$ cat config.mk
export PLATFORM = sky130hd
export DESIGN_NAME = mbox_router
export DESIGN_NICKNAME = d
export VERILOG_FILES = /design/src/rtl/mbox_router_pkg.sv /design/src/rtl/mbox_send_decode.sv /design/src/rtl/mbox_out_fifo.sv /design/src/rtl/mbox_rsp_collect.sv /design/src/rtl/mbox_router.sv
export SDC_FILE = /design/constraint.sdc
export NUM_CORES = 1
export LEC_CHECK = 0
export ABC_AREA = 1
export BUFFER_PORTS_ARGS = -buffer_cell sky130_fd_sc_hd__buf_2
export CAP_MARGIN = 20
export CORE_AREA = 2 2 183 185
export DETAILED_ROUTE_END_ITERATION = 16
export DIE_AREA = 0 0 185 187
export MAX_ROUTING_LAYER = met4
export PLACE_DENSITY = 0.5
export SYNTH_ARGS = -nofsm -noshare
export SYNTH_HDL_FRONTEND = slang
export SYNTH_HIERARCHICAL = 1
export SYNTH_SLANG_ARGS = --single-unit
$ cat constraint.sdc
create_clock -name clk -period 3.1 [get_ports clk]
set_clock_uncertainty 0.05 [all_clocks]
set_input_delay 0.465 -clock clk [delete_from_list [all_inputs] [get_ports clk]]
set_output_delay 0.465 -clock clk [all_outputs]
set_load 0.05 [all_outputs]
$ cat src/rtl/mbox_router_pkg.sv
package mbox_router_pkg;

  localparam int          SEL_W       = 4;
  localparam logic [7:0]  SEND_LO     = 8'hA0;
  localparam logic [7:0]  SEND_HI     = 8'hAF;
  localparam logic [7:0]  STAT_OFS    = 8'hB8;
  localparam logic [7:0]  PEEK_OFS    = 8'hB0;
  localparam int          FULL_BIT    = 31;
  localparam int          EMPTY_BIT   = 30;

  typedef enum logic [2:0] {
    ACT_NONE,
    ACT_FWD,
    ACT_QUEUE,
    ACT_OVF,
    ACT_INV
  } send_act_e;

endpackage

$ cat src/rtl/mbox_send_decode.sv
module mbox_send_decode
  import mbox_router_pkg::*;
#(
  parameter int NUM_CH = 9,
  parameter int DATA_W = 32
) (
  input  logic              clk,
  input  logic              rst_n,
  input  logic              wr_en,
  input  logic [7:0]        wr_addr,
  input  logic [DATA_W-1:0] wr_data,
  input  logic [NUM_CH-1:0] ch_pend,
  input  logic              q_full,
  output logic              q_push,
  output logic [DATA_W-1:0] q_data,
  output logic [NUM_CH-1:0] req_valid,
  output logic [DATA_W-1:0] req_data,
  output logic              err_ovf,
  output logic              err_inv
);

  logic [SEL_W-1:0]  ch_sel;
  logic              in_window;
  logic              ch_ok;
  logic              pend_hit;
  send_act_e         act;
  logic [NUM_CH-1:0] req_valid_d;
  logic [NUM_CH-1:0] req_valid_q;
  logic [DATA_W-1:0] req_data_q;
  logic              err_ovf_q;
  logic              err_inv_q;

  assign ch_sel    = wr_data[SEL_W-1:0];
  assign in_window = wr_en && (wr_addr >= SEND_LO) && (wr_addr <= SEND_HI);
  assign ch_ok     = (int'(ch_sel) < NUM_CH);

  always_comb begin
    pend_hit = 1'b0;
    for (int i = 0; i < NUM_CH; i++) begin
      if (ch_sel == SEL_W'(i)) pend_hit = ch_pend[i];
    end
  end

  // queue capacity is checked before the channel number
  always_comb begin
    act = ACT_NONE;
    if (in_window) begin
      if (q_full)        act = ACT_OVF;
      else if (!ch_ok)   act = ACT_INV;
      else if (pend_hit) act = ACT_QUEUE;
      else               act = ACT_FWD;
    end
  end

  always_comb begin
    for (int i = 0; i < NUM_CH; i++) begin
      req_valid_d[i] = (act == ACT_FWD) && (ch_sel == SEL_W'(i));
    end
  end

  assign q_push = (act == ACT_QUEUE);
  assign q_data = wr_data;

  always_ff @(posedge clk) begin
    if (!rst_n) begin
      req_valid_q <= '0;
      req_data_q  <= '0;
      err_ovf_q   <= 1'b0;
      err_inv_q   <= 1'b0;
    end else begin
      req_valid_q <= req_valid_d;
      err_ovf_q   <= (act == ACT_OVF);
      err_inv_q   <= (act == ACT_INV);
      if (act == ACT_FWD) req_data_q <= wr_data;
    end
  end

  assign req_valid = req_valid_q;
  assign req_data  = req_data_q;
  assign err_ovf   = err_ovf_q;
  assign err_inv   = err_inv_q;


  fwd_onehot_chk: assert property (@(posedge clk) disable iff (!rst_n)
    $onehot0(req_valid));


  ovf_on_full_chk: assert property (@(posedge clk) disable iff (!rst_n)
    (in_window && q_full) |=> (err_ovf && !err_inv && req_valid == '0));


  inv_excl_chk: assert property (@(posedge clk) disable iff (!rst_n)
    err_inv |-> (!err_ovf && req_valid == '0));


  outside_quiet_chk: assert property (@(posedge clk) disable iff (!rst_n)
    !in_window |=> (!err_ovf && !err_inv && req_valid == '0));

endmodule

$ cat src/rtl/mbox_out_fifo.sv
module mbox_out_fifo #(
  parameter int DATA_W = 32,
  parameter int DEPTH  = 4,
  localparam int IDX_W = $clog2(DEPTH),
  localparam int LVL_W = $clog2(DEPTH + 1)
) (
  input  logic              clk,
  input  logic              rst_n,
  input  logic              push,
  input  logic [DATA_W-1:0] push_data,
  output logic [LVL_W-1:0]  level,
  output logic              full,
  output logic              empty,
  output logic [DATA_W-1:0] head
);

  logic [DATA_W-1:0] mem [DEPTH];
  logic [LVL_W-1:0]  level_q;

  always_ff @(posedge clk) begin
    if (!rst_n) begin
      level_q <= '0;
    end else if (push && !full) begin
      level_q <= level_q + LVL_W'(1);
    end
  end

  // storage carries no reset; head is masked while empty
  always_ff @(posedge clk) begin
    if (rst_n && push && !full) begin
      mem[level_q[IDX_W-1:0]] <= push_data;
    end
  end

  assign level = level_q;
  assign full  = (level_q == LVL_W'(DEPTH));
  assign empty = (level_q == '0);
  assign head  = empty ? '0 : mem[0];


  level_step_chk: assert property (@(posedge clk) disable iff (!rst_n)
    (push && !full) |=> (level == $past(level) + LVL_W'(1)));


  no_push_full_chk: assert property (@(posedge clk) disable iff (!rst_n)
    push |-> !full);


  flag_excl_chk: assert property (@(posedge clk) disable iff (!rst_n)
    !(full && empty));

endmodule

$ cat src/rtl/mbox_rsp_collect.sv
module mbox_rsp_collect #(
  parameter int          NUM_CH       = 9,
  parameter int          DATA_W       = 32,
  parameter logic [31:0] INVALID_WORD = 32'h0000_000F,
  localparam int         IW           = (NUM_CH > 1) ? $clog2(NUM_CH) : 1
) (
  input  logic                     clk,
  input  logic                     rst_n,
  input  logic [NUM_CH-1:0]        avail,
  input  logic [NUM_CH*DATA_W-1:0] rsp_data,
  output logic [NUM_CH-1:0]        pop,
  output logic                     hm_valid,
  input  logic                     hm_ready,
  output logic [DATA_W-1:0]        hm_data
);

  logic [IW-1:0] low_idx;
  logic [IW-1:0] sel_idx;
  logic          lock_q;
  logic [IW-1:0] lock_idx_q;
  logic          lock_live;

  always_comb begin
    low_idx = '0;
    for (int i = NUM_CH - 1; i >= 0; i--) begin
      if (avail[i]) low_idx = IW'(i);
    end
  end

  always_comb begin
    lock_live = 1'b0;
    for (int i = 0; i < NUM_CH; i++) begin
      if (lock_idx_q == IW'(i)) lock_live = lock_q && avail[i];
    end
  end

  assign sel_idx  = lock_live ? lock_idx_q : low_idx;
  assign hm_valid = |avail;

  always_comb begin
    hm_data = '0;
    for (int i = 0; i < NUM_CH; i++) begin
      if (sel_idx == IW'(i)) hm_data = rsp_data[i*DATA_W +: DATA_W];
    end
  end

  generate
    for (genvar g = 0; g < NUM_CH; g++) begin : g_pop
      assign pop[g] = hm_valid && hm_ready && (sel_idx == IW'(g));
    end
  endgenerate

  always_ff @(posedge clk) begin
    if (!rst_n) begin
      lock_q     <= 1'b0;
      lock_idx_q <= '0;
    end else begin
      lock_q     <= hm_valid && !hm_ready;
      lock_idx_q <= sel_idx;
    end
  end


  pop_onehot_chk: assert property (@(posedge clk) disable iff (!rst_n)
    $onehot0(pop) && (hm_ready || pop == '0) && ((pop & ~avail) == '0));


  stall_hold_chk: assert property (@(posedge clk) disable iff (!rst_n)
    (hm_valid && !hm_ready) |=>
      (!avail[$past(sel_idx)] || sel_idx == $past(sel_idx)));


  no_sentinel_chk: assert property (@(posedge clk) disable iff (!rst_n)
    (hm_valid && hm_ready) |-> (hm_data != DATA_W'(INVALID_WORD)));


  valid_track_chk: assert property (@(posedge clk) disable iff (!rst_n)
    hm_valid |-> avail[sel_idx]);

endmodule

$ cat src/rtl/mbox_router.sv
module mbox_router
  import mbox_router_pkg::*;
#(
  parameter int          NUM_CH       = 9,
  parameter int          DATA_W       = 32,
  parameter int          Q_DEPTH      = 4,
  parameter logic [31:0] INVALID_WORD = 32'h0000_000F
) (
  input  logic                     clk,
  input  logic                     rst_n,
  input  logic                     wr_en,
  input  logic [7:0]               wr_addr,
  input  logic [DATA_W-1:0]        wr_data,
  input  logic [7:0]               st_addr,
  output logic [DATA_W-1:0]        st_rdata,
  input  logic [NUM_CH-1:0]        ch_pend,
  output logic [NUM_CH-1:0]        ch_req_valid,
  output logic [DATA_W-1:0]        ch_req_data,
  input  logic [NUM_CH-1:0]        ch_avail,
  input  logic [NUM_CH*DATA_W-1:0] ch_rsp_data,
  output logic [NUM_CH-1:0]        ch_rsp_pop,
  output logic                     hm_valid,
  input  logic                     hm_ready,
  output logic [DATA_W-1:0]        hm_data,
  output logic                     err_ovf,
  output logic                     err_inv
);

  localparam int LVL_W = $clog2(Q_DEPTH + 1);

  logic              q_push;
  logic [DATA_W-1:0] q_data;
  logic [LVL_W-1:0]  q_level;
  logic              q_full;
  logic              q_empty;
  logic [DATA_W-1:0] q_head;

  mbox_send_decode #(
    .NUM_CH (NUM_CH),
    .DATA_W (DATA_W)
  ) u_decode (
    .clk       (clk),
    .rst_n     (rst_n),
    .wr_en     (wr_en),
    .wr_addr   (wr_addr),
    .wr_data   (wr_data),
    .ch_pend   (ch_pend),
    .q_full    (q_full),
    .q_push    (q_push),
    .q_data    (q_data),
    .req_valid (ch_req_valid),
    .req_data  (ch_req_data),
    .err_ovf   (err_ovf),
    .err_inv   (err_inv)
  );

  mbox_out_fifo #(
    .DATA_W (DATA_W),
    .DEPTH  (Q_DEPTH)
  ) u_queue (
    .clk       (clk),
    .rst_n     (rst_n),
    .push      (q_push),
    .push_data (q_data),
    .level     (q_level),
    .full      (q_full),
    .empty     (q_empty),
    .head      (q_head)
  );

  mbox_rsp_collect #(
    .NUM_CH       (NUM_CH),
    .DATA_W       (DATA_W),
    .INVALID_WORD (INVALID_WORD)
  ) u_collect (
    .clk      (clk),
    .rst_n    (rst_n),
    .avail    (ch_avail),
    .rsp_data (ch_rsp_data),
    .pop      (ch_rsp_pop),
    .hm_valid (hm_valid),
    .hm_ready (hm_ready),
    .hm_data  (hm_data)
  );

  always_comb begin
    st_rdata = '0;
    if (st_addr == STAT_OFS) begin
      st_rdata[FULL_BIT]    = q_full;
      st_rdata[EMPTY_BIT]   = q_empty;
      st_rdata[LVL_W-1:0]   = q_level;
    end else if (st_addr == PEEK_OFS) begin
      st_rdata = q_head;
    end
  end


  reset_quiet_chk: assert property (@(posedge clk)
    $past(!rst_n) |-> (ch_req_valid == '0 && !err_ovf && !err_inv && q_empty));

endmodule

==> results of run 1 <==
report_power, final:
part	leakage, uW	internal, uW	switching [uW]	total (uW)
clock	0.000155	629	479	1110
combinational	0.00545	717	1000	1720
sequential	0.000702	1140	8.81	1150
cells by family after synthesis:
kind of cell / synth area share
AOI/OAI and AO/OA: 0.0295
adders and majority gates: 0.00337
buffers and inverters: 0.206
DFF: 0.267
and+or+nand+nor: 0.495
cell type report:
type	instances	share of cell area
timing repair buffer	566	0.321
tap	448	0.0467
antenna	4	0.000834
inverter	235	0.0753
multi-input combinational	843	0.364
sequential	83	0.166
clock inverter	5	0.00365
clock buffer	11	0.0220
synthesized netlist by cell type, types with 3 or more instances:
cell type	instances
sky130_fd_sc_hd__or2_0	14
sky130_fd_sc_hd__buf_6	18
sky130_fd_sc_hd__nand3_1	144
sky130_fd_sc_hd__a21oi_1	34
sky130_fd_sc_hd__nor2_4	7
sky130_fd_sc_hd__nor2_1	223
sky130_fd_sc_hd__nand2_1	290
sky130_fd_sc_hd__or2_2	5
sky130_fd_sc_hd__inv_2	12
sky130_fd_sc_hd__nand2_2	12
sky130_fd_sc_hd__buf_4	34
sky130_fd_sc_hd__nor2_2	15
sky130_fd_sc_hd__clkbuf_1	10
sky130_fd_sc_hd__nor3_4	3
sky130_fd_sc_hd__dfxtp_1	51
sky130_fd_sc_hd__nand2_4	7
sky130_fd_sc_hd__edfxtp_1	32
sky130_fd_sc_hd__inv_1	220
sky130_fd_sc_hd__buf_2	29
sky130_fd_sc_hd__nor3_1	4
sky130_fd_sc_hd__nand4_1	68
routing by layer:
metal / up-vias / wire length (um)
met4: 0 / 841
met5: - / 0
met1: 4363 / 15400
li1: 4811 / -
met3: 33 / 2690
met2: 363 / 18200
per-stage QoR:
stage               cell area (um2)  std cells  setup WS, ns  TNS [ns]   util
finish                        12000       2195        -0.183     -3.77  0.365
global route                  12000       2195        -0.345     -9.06  0.365
CTS                           11400       2174        -0.173     -1.68  0.347
detailed placement            10600       2148       -0.0780    -0.338  0.323
global placement              10600       2148       -0.0739    -0.191  0.323
floorplan                      7430       1252         0.256         0      -
worst paths after layout:
| kind | from | endpoint | slack (ns) |
|---|---|---|---|
| worst max-delay path | u_collect/lock_idx_q[1] | hm_data[11] | -0.18 |
| worst min-delay path | hm_ready | u_collect/lock_q | 0.25 |
| worst max register to register | u_queue/level[0] | u_decode/req_data[10] | 0.67 |
| worst min register to register | u_decode/req_data[12] | u_decode/req_data[12] | 0.46 |
registers in the layout (all words and copies together) (netlist names):
signal and flops:
u_collect/lock_idx_q 4, u_collect/lock_q 1, u_decode/err_inv 1, u_decode/err_ovf 1
u_decode/req_data 32, u_decode/req_valid 9, u_queue/level 3, u_queue/mem 32
critical path, cell delays in order (launching register included):
cell and delay (ns):
sky130_fd_sc_hd__dfxtp_4 0.37, sky130_fd_sc_hd__nor2_4 0.13, sky130_fd_sc_hd__o21ai_2 0.06, sky130_fd_sc_hd__nor2_2 0.13, sky130_fd_sc_hd__nor2_4 0.05, sky130_fd_sc_hd__nand2_4 0.13
sky130_fd_sc_hd__nand2_8 0.10, sky130_fd_sc_hd__nand2_4 0.08, sky130_fd_sc_hd__nand2_4 0.07, sky130_fd_sc_hd__nor2_4 0.25, sky130_fd_sc_hd__clkbuf_16 0.24, sky130_fd_sc_hd__clkbuf_16 0.18
sky130_fd_sc_hd__nand3_2 0.10, sky130_fd_sc_hd__nand3_2 0.09, sky130_fd_sc_hd__nor2_1 0.04, sky130_fd_sc_hd__nand4_1 0.08, sky130_fd_sc_hd__nand2_1 0.07, sky130_fd_sc_hd__nand2_1 0.08
sky130_fd_sc_hd__buf_6 0.16
what timing repair did:
action | in CTS | in global routing
pin swaps | 15 | 35
endpoints found under the setup margin | 36 | 38
setup buffers | 10 | 12
cloned | 1 | 5
resized for setup | 103 | 91
==> impl_results.html, run 1 <==
<table>
<tr><th>Metric</th><th>Value</th></tr>
<tr><th colspan="2">Outcome</th></tr>
<tr><td>Result of the run</td><td>complete, but fails checks</td></tr>
<tr><td>Violations in the final reports</td><td>negative setup slack</td></tr>
<tr><th colspan="2">Detailed routing</th></tr>
<tr><td>Antenna violation net count after detailed routing</td><td>0</td></tr>
<tr><td>DR WL/cell</td><td>16.9 um</td></tr>
<tr><td>Number of DRC markers after the initial detailed-route iteration</td><td>429</td></tr>
<tr><td>Vias per cell</td><td>4.36</td></tr>
<tr><td>Remaining routing DRC violations</td><td>0</td></tr>
<tr><td>DR vias</td><td>9,570</td></tr>
<tr><td>Total iterations of the first detailed-routing run</td><td>6</td></tr>
<tr><td>Wire length reported by the detailed router</td><td>37.1 mm</td></tr>
<tr><th colspan="2">Clocking</th></tr>
<tr><td>Clock-pin transition on the worst setup and hold timing paths</td><td>0.06 ns</td></tr>
<tr><td>CTS tree</td><td>yes</td></tr>
<tr><td>Root buffer cell</td><td>sky130_fd_sc_hd__clkbuf_16</td></tr>
<tr><td>Later-pin clock latency in the skew report</td><td>0.34 ns</td></tr>
<tr><td>H-tree depth reported by CTS</td><td>3</td></tr>
<tr><td>Sink count of the clock tree</td><td>83</td></tr>
<tr><td>Buffer depth of the longest clock path</td><td>2</td></tr>
<tr><td>Num CTS Buffers</td><td>9</td></tr>
<tr><td>CTS Hold Buffers Added</td><td>0</td></tr>
<tr><th colspan="2">Floorplanning</th></tr>
<tr><td>Number of cell rows</td><td>67</td></tr>
<tr><td>Floorplan die width</td><td>185 um</td></tr>
<tr><td>Overall die height</td><td>187 um</td></tr>
<tr><td>Core footprint</td><td>32,900 um2</td></tr>
<tr><td>Die Area</td><td>34,600 um2</td></tr>
<tr><td>Effective utilization at floorplan</td><td>0.226</td></tr>
<tr><td>Number of placed I/O pins</td><td>475</td></tr>
<tr><th colspan="2">Power</th></tr>
<tr><td>Power per unit of standard cell area</td><td>331 nW/um2</td></tr>
<tr><td>Leakage</td><td>0.00631 uW</td></tr>
<tr><td>Peak supply drop</td><td>0.267 mV</td></tr>
<tr><td>Tot Pwr</td><td>3970 uW</td></tr>
<tr><th colspan="2">Timing</th></tr>
<tr><td>Unrepaired setup endpoints after global routing</td><td>yes</td></tr>
<tr><td>Final critical-path setup slack</td><td>-0.183 ns</td></tr>
<tr><td>Worst max-slew margin expressed relative to the limit</td><td>0.697</td></tr>
<tr><td>Worst hold slack after final layout</td><td>0.251 ns</td></tr>
<tr><td>Fmax</td><td>305 MHz</td></tr>
<tr><td>Post-route minimum period</td><td>3.28 ns</td></tr>
<tr><td>Final count of hold timing violations</td><td>0</td></tr>
<tr><td>Finish-stage setup viols</td><td>32</td></tr>
<tr><td>Number of max-slew violations in the final report</td><td>0</td></tr>
<tr><td>Share of the clock period used by the worst path</td><td>1.06</td></tr>
<tr><td>Worst Tran Pin Value</td><td>0.454 ns</td></tr>
<tr><th colspan="2">Place</th></tr>
<tr><td>Number of buffer cells added on primary ports</td><td>470</td></tr>
<tr><td>Placed wire-length estimate</td><td>29.3 mm</td></tr>
<tr><td>Placer's final routability congestion estimate</td><td>0.877</td></tr>
<tr><th colspan="2">Global route</th></tr>
<tr><td>Met1 usage</td><td>0.245</td></tr>
<tr><td>Number of global-route vias before repair</td><td>9,075</td></tr>
<tr><td>Pin count of the biggest net entering global routing</td><td>40</td></tr>
<tr><td>Number of antenna violations at the first check in global routing</td><td>7</td></tr>
<tr><td>Busiest layer in global routing</td><td>met2</td></tr>
<tr><td>Global Route met2 Usage</td><td>0.357</td></tr>
<tr><td>Overall overflow remaining after global route</td><td>0</td></tr>
<tr><td>Global routing met3 resource utilization</td><td>0.0335</td></tr>
<tr><td>Total GRT Usage</td><td>0.205</td></tr>
<tr><td>Wire length of the first global-routing pass</td><td>52.5 mm</td></tr>
<tr><th colspan="2">Critical path</th></tr>
<tr><td>Arrival time of data at the critical path endpoint</td><td>2.77 ns</td></tr>
<tr><td>Required time of the critical path</td><td>2.58 ns</td></tr>
<tr><td>Endpoint kind of the worst setup timing path</td><td>output pin</td></tr>
<tr><td>Cell count of the worst reg-to-reg path</td><td>12</td></tr>
<tr><td>WS Path Type</td><td>reg -&gt; out</td></tr>
<tr><td>Largest fanout of any net on the critical path</td><td>8</td></tr>
<tr><td>Crit start category</td><td>register</td></tr>
<tr><th colspan="2">Synth</th></tr>
<tr><td>Top cell type's share of synthesized area</td><td>0.147</td></tr>
<tr><td>Register bit count reported by yosys</td><td>83</td></tr>
<tr><td>Number of nets produced by synthesis</td><td>1,612</td></tr>
<tr><td>Mapped cell area</td><td>7430 um2</td></tr>
<tr><td>Async set-reset flop share out of synthesis</td><td>0</td></tr>
<tr><td>Yosys Warn Count</td><td>6</td></tr>
<tr><td>Proportion of synthesized chip area in sequential cells</td><td>0.267</td></tr>
<tr><td>Most frequently used flop master after synthesis</td><td>sky130_fd_sc_hd__dfxtp_1</td></tr>
<tr><td>Number of synthesized flops with an enable pin</td><td>32</td></tr>
<tr><td>Post-Synthesis Mean Instance Area</td><td>5.93 um2</td></tr>
<tr><td>Largest area contributor in the synthesized netlist</td><td>sky130_fd_sc_hd__nand2_1</td></tr>
<tr><td>Synth area leaders</td><td>sky130_fd_sc_hd__nand2_1 15%, sky130_fd_sc_hd__dfxtp_1 14%, sky130_fd_sc_hd__edfxtp_1 13%, sky130_fd_sc_hd__nor2_1 11%, sky130_fd_sc_hd__inv_1 11%</td></tr>
<tr><td>Distinct cell type count after synthesis</td><td>35</td></tr>
<tr><td>Post-Synthesis Cells</td><td>1,252</td></tr>
<tr><th colspan="2">Final layout</th></tr>
<tr><td>Total area of multi-input combinational cells</td><td>4370 um2</td></tr>
<tr><td>Commonest non-fill, non-tap cell in the layout</td><td>sky130_fd_sc_hd__buf_2</td></tr>
<tr><td>Seq. cell area</td><td>1990 um2</td></tr>
<tr><td>Fillcell total</td><td>3,743</td></tr>
<tr><td>Commonest cells after routing, fill and taps aside</td><td>433 x sky130_fd_sc_hd__buf_2, 275 x sky130_fd_sc_hd__nand2_1, 219 x sky130_fd_sc_hd__inv_1, 209 x sky130_fd_sc_hd__nor2_1, 96 x sky130_fd_sc_hd__nand3_1</td></tr>
<tr><td>Layout cells sized above 1</td><td>0.422</td></tr>
<tr><td># nets final</td><td>2,098</td></tr>
<tr><td>Synth-to-Final Area Change</td><td>61.5%</td></tr>
<tr><th colspan="2">Hold path</th></tr>
<tr><td>Hold Crit Depth</td><td>2</td></tr>
<tr><td>Class of the tightest hold or removal check</td><td>in -&gt; reg</td></tr>
<tr><th colspan="2">Flow run</th></tr>
<tr><td>Max-cap viol count</td><td>0</td></tr>
</table>
No activity file was read; power rests on OpenSTA's default activity.
==> run 2: changes to the inputs <==
Settings changed: ABC_AREA 1 to not set, CORE_AREA 2 2 183 185 to 2 2 185 187, DIE_AREA 0 0 185 187 to 0 0 187 189, GPL_ROUTABILITY_DRIVEN set to 1, PLACE_DENSITY 0.5 to 0.48.
==> run 2 against run 1 <==
  * The flow still finishes with violations (negative setup slack)
  * Core utilization is 3.6 points higher
  * Sequential cell count is the same
  * Power increased by 8.1%
  * Via count is 12% lower
  * First-iteration DRC count fell by 27%
  * Critical path depth shrank 5
  * Synthesized area decreased by 5.9%
  * Worst setup slack got worse by 0.22 ns
  * Final cell count decreased by 18%
  * Critical endpoint is now hm_data[3]
==> impl_results.html, run 2 <==
<table>
<tr><th>Metric</th><th>Value</th></tr>
<tr><th colspan="2">Hold path</th></tr>
<tr><td>Min-Delay Startpoint</td><td>wr_data[10]</td></tr>
<tr><td>Worst-case hold path end point</td><td>u_queue/mem[0][10]</td></tr>
<tr><td>Hold Crit Depth</td><td>1</td></tr>
<tr><td>Class of the tightest hold or removal check</td><td>in -&gt; reg</td></tr>
<tr><th colspan="2">Timing</th></tr>
<tr><td>Unrepaired setup endpoints after global routing</td><td>yes</td></tr>
<tr><td>Setup TNS after final layout</td><td>-10.39 ns</td></tr>
<tr><td>Final count of hold timing violations</td><td>0</td></tr>
<tr><td>Finish-stage setup viols</td><td>39</td></tr>
<tr><td>Post-route minimum period</td><td>3.51 ns</td></tr>
<tr><td>Number of max-slew violations in the final report</td><td>0</td></tr>
<tr><td>Final critical-path setup slack</td><td>-0.405 ns</td></tr>
<tr><td>Worst Tran Pin Value</td><td>0.506 ns</td></tr>
<tr><td>Share of the clock period used by the worst path</td><td>1.13</td></tr>
<tr><td>Worst max-slew margin expressed relative to the limit</td><td>0.663</td></tr>
<tr><td>Fmax</td><td>285 MHz</td></tr>
<tr><th colspan="2">Flow run</th></tr>
<tr><td>Max-cap viol count</td><td>0</td></tr>
<tr><th colspan="2">Detailed routing</th></tr>
<tr><td>DR WL/cell</td><td>20.3 um</td></tr>
<tr><td>DR vias</td><td>8,377</td></tr>
<tr><td>Vias per cell</td><td>4.63</td></tr>
<tr><td>Number of DRC markers after the initial detailed-route iteration</td><td>314</td></tr>
<tr><td>Wire length reported by the detailed router</td><td>36.8 mm</td></tr>
<tr><td>Total iterations of the first detailed-routing run</td><td>4</td></tr>
<tr><td>Remaining routing DRC violations</td><td>0</td></tr>
<tr><td>Antenna violation net count after detailed routing</td><td>0</td></tr>
<tr><th colspan="2">Place</th></tr>
<tr><td>Cell area reported after detailed placement</td><td>10,800 um2</td></tr>
<tr><td>Number of buffer cells added on primary ports</td><td>470</td></tr>
<tr><td>Setup WS pre-CTS</td><td>-0.390 ns</td></tr>
<tr><td>Placed cell count</td><td>1,737</td></tr>
<tr><td>Placed wire-length estimate</td><td>28.8 mm</td></tr>
<tr><td>Placer's final routability congestion estimate</td><td>1.01</td></tr>
<tr><th colspan="2">Floorplanning</th></tr>
<tr><td>Floorplan die width</td><td>187 um</td></tr>
<tr><td>Core footprint</td><td>33,300 um2</td></tr>
<tr><td>Number of cell rows</td><td>67</td></tr>
<tr><td>Effective utilization at floorplan</td><td>0.210</td></tr>
<tr><td>Overall die height</td><td>189 um</td></tr>
<tr><td>Number of placed I/O pins</td><td>475</td></tr>
<tr><td>Die Area</td><td>35,300 um2</td></tr>
<tr><th colspan="2">Final layout</th></tr>
<tr><td>Number of non-filler instances in the completed layout</td><td>1,810</td></tr>
<tr><td>Total area of multi-input combinational cells</td><td>5630 um2</td></tr>
<tr><td># nets final</td><td>1,708</td></tr>
<tr><td>Fillcell total</td><td>3,362</td></tr>
<tr><td>Layout cells sized above 1</td><td>0.653</td></tr>
<tr><td>Commonest cells after routing, fill and taps aside</td><td>429 x sky130_fd_sc_hd__buf_2, 104 x sky130_fd_sc_hd__buf_4, 94 x sky130_fd_sc_hd__nand2_1, 65 x sky130_fd_sc_hd__mux2i_1, 51 x sky130_fd_sc_hd__buf_6</td></tr>
<tr><td>Seq. cell area</td><td>1990 um2</td></tr>
<tr><td>Synth-to-Final Area Change</td><td>91.0%</td></tr>
<tr><td>Commonest non-fill, non-tap cell in the layout</td><td>sky130_fd_sc_hd__buf_2</td></tr>
<tr><td>Area of all placed cells without fillers</td><td>13,300 um2</td></tr>
<tr><th colspan="2">Power</th></tr>
<tr><td>Power per unit of standard cell area</td><td>322 nW/um2</td></tr>
<tr><td>Leakage</td><td>0.00574 uW</td></tr>
<tr><td>Peak supply drop</td><td>0.253 mV</td></tr>
<tr><th colspan="2">Critical path</th></tr>
<tr><td>Largest fanout of any net on the critical path</td><td>6</td></tr>
<tr><td>Arrival time of data at the critical path endpoint</td><td>2.99 ns</td></tr>
<tr><td>R2r endpoint</td><td>u_queue/mem[0][19]</td></tr>
<tr><td>Endpoint kind of the worst setup timing path</td><td>output pin</td></tr>
<tr><td>WS Path Type</td><td>reg -&gt; out</td></tr>
<tr><td>Worst reg-to-reg setup slack</td><td>0.60 ns</td></tr>
<tr><td>Crit start category</td><td>register</td></tr>
<tr><td>Required time of the critical path</td><td>2.58 ns</td></tr>
<tr><td>Critical R2R Launch</td><td>u_queue/level[0]</td></tr>
<tr><td>Cell count of the worst reg-to-reg path</td><td>7</td></tr>
<tr><th colspan="2">Synth</th></tr>
<tr><td>Most common cell in the netlist</td><td>sky130_fd_sc_hd__nand2_1</td></tr>
<tr><td>Adder and majority gate portion of the synthesized area</td><td>0.00358</td></tr>
<tr><td>Dominant combinational cell family by area after synthesis</td><td>compound AO/OA/AOI/OAI gates</td></tr>
<tr><td>Distinct cell type count after synthesis</td><td>74</td></tr>
<tr><td>Most frequently used flop master after synthesis</td><td>sky130_fd_sc_hd__dfxtp_1</td></tr>
<tr><td>Synth area leaders</td><td>sky130_fd_sc_hd__dfxtp_1 15%, sky130_fd_sc_hd__edfxtp_1 14%, sky130_fd_sc_hd__mux2i_1 13%, sky130_fd_sc_hd__o221ai_1 5.6%, sky130_fd_sc_hd__nand2_1 5.5%</td></tr>
<tr><td>Leading post-synthesis cells by instance count</td><td>102 x sky130_fd_sc_hd__nand2_1, 90 x sky130_fd_sc_hd__mux2i_1, 51 x sky130_fd_sc_hd__dfxtp_1, 45 x sky130_fd_sc_hd__o221ai_1</td></tr>
<tr><td>Post-Synthesis Cells</td><td>789</td></tr>
<tr><td>Compound-cell area share of the yosys netlist</td><td>0.222</td></tr>
<tr><td>Async set-reset flop share out of synthesis</td><td>0</td></tr>
<tr><td>Fraction of synthesized cell area in xor and xnor cells</td><td>0</td></tr>
<tr><td>Top cell type's share of synthesized area</td><td>0.146</td></tr>
<tr><td>Simple-gate share of the synthesized area</td><td>0.219</td></tr>
<tr><td>Yosys Warn Count</td><td>6</td></tr>
<tr><td>Number of nets produced by synthesis</td><td>1,149</td></tr>
<tr><td>Largest area contributor in the synthesized netlist</td><td>sky130_fd_sc_hd__dfxtp_1</td></tr>
<tr><td>Number of synthesized flops with an enable pin</td><td>32</td></tr>
<tr><td>Post-Synthesis Mean Instance Area</td><td>8.86 um2</td></tr>
<tr><td>Fraction of synthesized area in multiplexers</td><td>0.156</td></tr>
<tr><td>Mapped cell area</td><td>6990 um2</td></tr>
<tr><td>Register bit count reported by yosys</td><td>83</td></tr>
<tr><td>Proportion of synthesized chip area in sequential cells</td><td>0.284</td></tr>
<tr><th colspan="2">Global route</th></tr>
<tr><td>Wire length of the first global-routing pass</td><td>53.6 mm</td></tr>
<tr><td>Number of global-route vias before repair</td><td>8,568</td></tr>
<tr><td>Overall overflow remaining after global route</td><td>0</td></tr>
<tr><td>Number of antenna violations at the first check in global routing</td><td>5</td></tr>
<tr><td>Pin count of the biggest net entering global routing</td><td>38</td></tr>
<tr><td>Total GRT Usage</td><td>0.204</td></tr>
<tr><th colspan="2">Clocking</th></tr>
<tr><td>Num CTS Buffers</td><td>9</td></tr>
<tr><td>H-tree depth reported by CTS</td><td>3</td></tr>
<tr><td>CTS Hold Buffers Added</td><td>0</td></tr>
<tr><td>Buffer depth of the longest clock path</td><td>2</td></tr>
<tr><td>Root buffer cell</td><td>sky130_fd_sc_hd__clkbuf_16</td></tr>
<tr><td>Sink count of the clock tree</td><td>83</td></tr>
<tr><td>Later-pin clock latency in the skew report</td><td>0.33 ns</td></tr>
<tr><td>CTS tree</td><td>yes</td></tr>
<tr><td>Clock-pin transition on the worst setup and hold timing paths</td><td>0.06 ns</td></tr>
<tr><th colspan="2">Outcome</th></tr>
<tr><td>Result of the run</td><td>complete, but fails checks</td></tr>
<tr><td>Violations in the final reports</td><td>negative setup slack</td></tr>
</table>
-- run 2: cell types whose count changed after synthesis, sizes merged, moves of 18 or more --
cell    before  now
and2         0   40
inv        234   40
o221ai       0   46
nand3      145    7
nor2       246   16
or2         21    3
nand4       68    0
o21bai       0   24
mux2i        0   90
nor3         8   42
nand2      309  102
a21o         0   22
clkbuf      10   29
-- run 2: cells by family after synthesis --
group / after synthesis
and+or+nand+nor: 260
AOI/OAI and AO/OA: 202
buffers and inverters: 137
muxes: 105
DFF: 83
adders and majority gates: 2
-- run 2: where the power goes --
group	switching [uW]	internal, uW	total (uW)
Clock	432	729	1160
Sequential	7.60	1140	1140
Combinational	1010	981	1990
-- run 2: layout make-up --
type,count,area share
Antenna cell,9,0.00169
Clock buffer,12,0.0185
Clock inverter,4,0.00553
Inverter,40,0.0114
Multi-Input combinational cell,570,0.422
Sequential cell,83,0.149
Tap cell,448,0.0420
Timing Repair Buffer,644,0.350
-- run 2: per-stage QoR --
stage	util	total power, uW	hold slack [ns]
after CTS	0.381	4200	0.249
after floorplan	-	1970	0.414
after global placement	0.323	2630	0.390
final	0.401	4300	0.268
after global routing	0.401	4460	0.253
after detailed placement	0.323	2630	0.395
-- run 2: worst max-delay path: stages (launching register included) --
cell	delay [ns]
sky130_fd_sc_hd__dfxtp_4	0.45
sky130_fd_sc_hd__mux2i_4	0.28
sky130_fd_sc_hd__o221ai_2	0.15
sky130_fd_sc_hd__buf_4	0.18
sky130_fd_sc_hd__o211ai_4	0.17
sky130_fd_sc_hd__buf_6	0.13
sky130_fd_sc_hd__o21ai_4	0.09
sky130_fd_sc_hd__buf_12	0.16
sky130_fd_sc_hd__buf_12	0.13
sky130_fd_sc_hd__buf_8	0.15
sky130_fd_sc_hd__mux2i_2	0.15
sky130_fd_sc_hd__o221ai_2	0.24
sky130_fd_sc_hd__o21bai_4	0.20
sky130_fd_sc_hd__buf_6	0.18
-- run 2: worst max-delay path by stage --
stage,startpoint,depth (start not counted),to,slack (ns)
2_1_floorplan,u_collect/lock_idx_q[0],9,ch_rsp_pop[0],-0.26
3_3_place_gp,ch_avail[3],12,hm_data[3],-0.39
3_5_place_dp,ch_avail[3],12,hm_data[3],-0.39
4_1_cts,u_collect/lock_idx_q[0],13,hm_data[3],-0.38
5_1_grt,u_collect/lock_idx_q[0],13,hm_data[7],-0.48
6_report,u_collect/lock_idx_q[0],13,hm_data[3],-0.41
-- run 2: what timing repair did --
action / 4_1_cts / 5_1_grt
pin swaps: 42 / 33
endpoints found under the hold margin: 0 / 0
gates cloned: 7 / 3
resized for setup: 222 / 106
setup buffers: 38 / 11
endpoints found under the setup margin: 41 / 41
-- run 2: routing by layer --
layer | part of all wire | routed length, um | global-route usage | up-vias
met4 | 0.025 | 910 | 0.0537 | 0
met2 | 0.51 | 18600 | 0.358 | 319
li1 | - | - | - | 4032
met1 | 0.42 | 15400 | 0.245 | 3981
met5 | 0 | 0 | - | -
met3 | 0.051 | 1890 | 0.0293 | 45
==> run 3: changes to the inputs <==
Settings changed: CORE_AREA 2 2 185 187 to 2 2 184 186, DIE_AREA 0 0 187 189 to 0 0 186 188, PLACE_DENSITY 0.48 to 0.49.
Clock period 3.1 ns to 4.54 ns, I/O delays scaled along.
==> run 3 against run 2 <==
  * The run now ends clean
  * Sequential power down 31%
  * First-iteration DRC count is 18% higher
  * Via count is 8.4% lower
  * Power shrank 45%
  * Design area decreased by 26%
  * Clock power down 36%
  * Sequential share of layout area rose by 5.2 points
  * Global-route usage is 2.0 points lower
  * Register-to-register slack gained 1.3 ns
  * Hold slack better by 0.13 ns
  * Highest routed layer unchanged
==> impl_results.html, run 3 (synthesized netlist as in run 2, its figures left out) <==
<table>
<tr><th>Metric</th><th>Value</th></tr>
<tr><th colspan="2">Global route</th></tr>
<tr><td>Total GRT Usage</td><td>0.184</td></tr>
<tr><td>Number of antenna violations at the first check in global routing</td><td>11</td></tr>
<tr><td>Wire length of the first global-routing pass</td><td>46.6 mm</td></tr>
<tr><td>Pin count of the biggest net entering global routing</td><td>43</td></tr>
<tr><td>Overall overflow remaining after global route</td><td>0</td></tr>
<tr><td>Number of global-route vias before repair</td><td>7,658</td></tr>
<tr><th colspan="2">Timing</th></tr>
<tr><td>Post-route minimum period</td><td>4.18 ns</td></tr>
<tr><td>Number of max-slew violations in the final report</td><td>0</td></tr>
<tr><td>Setup TNS after final layout</td><td>0 ns</td></tr>
<tr><td>Final critical-path setup slack</td><td>0.364 ns</td></tr>
<tr><td>Share of the clock period used by the worst path</td><td>0.920</td></tr>
<tr><td>Finish-stage setup viols</td><td>0</td></tr>
<tr><td>Worst Tran Pin Value</td><td>0.746 ns</td></tr>
<tr><td>Unrepaired setup endpoints after global routing</td><td>no</td></tr>
<tr><td>Worst max-slew margin expressed relative to the limit</td><td>0.502</td></tr>
<tr><td>Fmax</td><td>239 MHz</td></tr>
<tr><td>Final count of hold timing violations</td><td>0</td></tr>
<tr><th colspan="2">Power</th></tr>
<tr><td>Leakage</td><td>0.00443 uW</td></tr>
<tr><td>Power per unit of standard cell area</td><td>240 nW/um2</td></tr>
<tr><td>Peak supply drop</td><td>0.138 mV</td></tr>
<tr><th colspan="2">Clocking</th></tr>
<tr><td>Sink count of the clock tree</td><td>83</td></tr>
<tr><td>Num CTS Buffers</td><td>9</td></tr>
<tr><td>Later-pin clock latency in the skew report</td><td>0.33 ns</td></tr>
<tr><td>Clock-pin transition on the worst setup and hold timing paths</td><td>0.06 ns</td></tr>
<tr><td>CTS tree</td><td>yes</td></tr>
<tr><td>Root buffer cell</td><td>sky130_fd_sc_hd__clkbuf_16</td></tr>
<tr><td>Buffer depth of the longest clock path</td><td>2</td></tr>
<tr><td>H-tree depth reported by CTS</td><td>3</td></tr>
<tr><td>CTS Hold Buffers Added</td><td>0</td></tr>
<tr><th colspan="2">Floorplanning</th></tr>
<tr><td>Effective utilization at floorplan</td><td>0.211</td></tr>
<tr><td>Number of cell rows</td><td>67</td></tr>
<tr><td>Overall die height</td><td>188 um</td></tr>
<tr><td>Floorplan die width</td><td>186 um</td></tr>
<tr><td>Core footprint</td><td>33,100 um2</td></tr>
<tr><td>Number of placed I/O pins</td><td>475</td></tr>
<tr><td>Die Area</td><td>35,000 um2</td></tr>
<tr><th colspan="2">Detailed routing</th></tr>
<tr><td>Antenna violation net count after detailed routing</td><td>0</td></tr>
<tr><td>DR vias</td><td>7,676</td></tr>
<tr><td>Wire length reported by the detailed router</td><td>33.1 mm</td></tr>
<tr><td>Number of DRC markers after the initial detailed-route iteration</td><td>369</td></tr>
<tr><td>Remaining routing DRC violations</td><td>0</td></tr>
<tr><td>DR WL/cell</td><td>19.8 um</td></tr>
<tr><td>Vias per cell</td><td>4.60</td></tr>
<tr><td>Total iterations of the first detailed-routing run</td><td>5</td></tr>
<tr><th colspan="2">Hold path</th></tr>
<tr><td>Class of the tightest hold or removal check</td><td>reg -&gt; reg</td></tr>
<tr><td>Worst-case hold path end point</td><td>u_decode/req_data[4]</td></tr>
<tr><td>Hold Crit Depth</td><td>2</td></tr>
<tr><td>Min-Delay Startpoint</td><td>u_decode/req_data[4]</td></tr>
<tr><th colspan="2">Critical path</th></tr>
<tr><td>Worst reg-to-reg setup slack</td><td>1.86 ns</td></tr>
<tr><td>Endpoint kind of the worst setup timing path</td><td>output pin</td></tr>
<tr><td>Critical R2R Launch</td><td>u_queue/level[0]</td></tr>
<tr><td>Arrival time of data at the critical path endpoint</td><td>3.45 ns</td></tr>
<tr><td>Max incr delay on CP</td><td>0.54 ns</td></tr>
<tr><td>Required time of the critical path</td><td>3.81 ns</td></tr>
<tr><td>Cell count of the worst reg-to-reg path</td><td>7</td></tr>
<tr><td>Crit start category</td><td>register</td></tr>
<tr><td>WS Path Type</td><td>reg -&gt; out</td></tr>
<tr><td>Largest fanout of any net on the critical path</td><td>18</td></tr>
<tr><td>R2r endpoint</td><td>u_queue/mem[0][28]</td></tr>
<tr><td>Slowest cell on the critical path</td><td>sky130_fd_sc_hd__dfxtp_1</td></tr>
<tr><td>Cell Chain, Critical Path</td><td>mux2i_1 &gt; o22ai_1 &gt; o211a_1 &gt; a31oi_4 &gt; buf_4 &gt; nor3_2 &gt; a221oi_1 &gt; a21oi_1 &gt; buf_2</td></tr>
<tr><th colspan="2">Place</th></tr>
<tr><td>Number of buffer cells added on primary ports</td><td>470</td></tr>
<tr><td>Placed wire-length estimate</td><td>27.5 mm</td></tr>
<tr><td>Placed cell count</td><td>1,643</td></tr>
<tr><td>Setup WS pre-CTS</td><td>0.376 ns</td></tr>
<tr><td>Placer's final routability congestion estimate</td><td>0.914</td></tr>
<tr><th colspan="2">Flow run</th></tr>
<tr><td>Max-cap viol count</td><td>0</td></tr>
<tr><th colspan="2">Final layout</th></tr>
<tr><td>Number of non-filler instances in the completed layout</td><td>1,668</td></tr>
<tr><td>Fillcell total</td><td>3,616</td></tr>
<tr><td>Synth-to-Final Area Change</td><td>41.2%</td></tr>
<tr><td>Commonest non-fill, non-tap cell in the layout</td><td>sky130_fd_sc_hd__buf_2</td></tr>
<tr><td># nets final</td><td>1,566</td></tr>
<tr><td>Commonest cells after routing, fill and taps aside</td><td>470 x sky130_fd_sc_hd__buf_2, 102 x sky130_fd_sc_hd__nand2_1, 90 x sky130_fd_sc_hd__mux2i_1, 51 x sky130_fd_sc_hd__dfxtp_1, 45 x sky130_fd_sc_hd__o221ai_1</td></tr>
<tr><td>Layout cells sized above 1</td><td>0.491</td></tr>
<tr><th colspan="2">Outcome</th></tr>
<tr><td>Result of the run</td><td>finished clean</td></tr>
</table>
run 3: cell types whose count changed in the layout (fill, tap and decap cells not counted), sizes merged:
cell    delta
bufbuf     -1
bufinv     -1
clkinv     +2
buf      -137
inv        +2
clkbuf     -6
o21a       -1
run 3: worst max-delay path by stage:
| stage | from | endpoint | slack, ns | cells after the start |
|---|---|---|---|---|
| floorplan | ch_avail[1] | ch_rsp_pop[1] | 0.29 | 8 |
| global placement | ch_avail[8] | hm_data[23] | 0.40 | 10 |
| detailed placement | ch_avail[8] | hm_data[23] | 0.38 | 10 |
| CTS | u_collect/lock_idx_q[0] | hm_data[23] | 0.22 | 9 |
| global route | u_collect/lock_idx_q[0] | hm_data[23] | 0.12 | 9 |
| finish | u_collect/lock_idx_q[0] | hm_data[23] | 0.36 | 9 |
run 3: metal layers:
| layer | part of all wire | wire length (um) | track usage |
|---|---|---|---|
| met4 | 0.016 | 515 | 0.0515 |
| met5 | 0 | 0 | - |
| met1 | 0.41 | 13600 | 0.216 |
| met3 | 0.076 | 2520 | 0.0383 |
| met2 | 0.50 | 16500 | 0.317 |
run 3: final cells by class:
cell class | instances | area (um2) | area share
inverter | 40 | 150 | 0.0152
tap | 448 | 561 | 0.0568
sequential | 83 | 1980 | 0.201
antenna | 9 | 22.5 | 0.00228
multi-input combinational | 569 | 4220 | 0.428
clock inverter | 7 | 75.1 | 0.00761
timing repair buffer | 503 | 2630 | 0.266
clock buffer | 9 | 225 | 0.0228
run 3: stage by stage:
step	area (um2)	utilization	power, uW	hold WS (ns)
global route	9860	0.298	2470	0.418
global placement	9540	0.288	1630	0.390
finish	9860	0.298	2360	0.402
detailed placement	9540	0.288	1630	0.395
floorplan	6990	-	1320	0.414
CTS	9840	0.297	2400	0.406
run 3: timing repair:
item	CTS	global route
resized for setup	0	1
buffers inserted	0	0
setup endpoints to repair	0	1
run 3: power breakdown:
part / switching, uW / internal, uW / total [uW]
combinational: 523 / 312 / 835
sequential: 4.41 / 776 / 781
clock: 317 / 430 / 747
total: 844 / 1520 / 2360
run 3: critical path, delay by kind of cell (launching register included):
kind,cells,cell delay (ns)
flip-flops,1,0.54
AND/OR/NAND/NOR,1,0.42
buffers and inverters,2,0.60
AO/OA/AOI/OAI,5,1.35
multiplexers,1,0.18
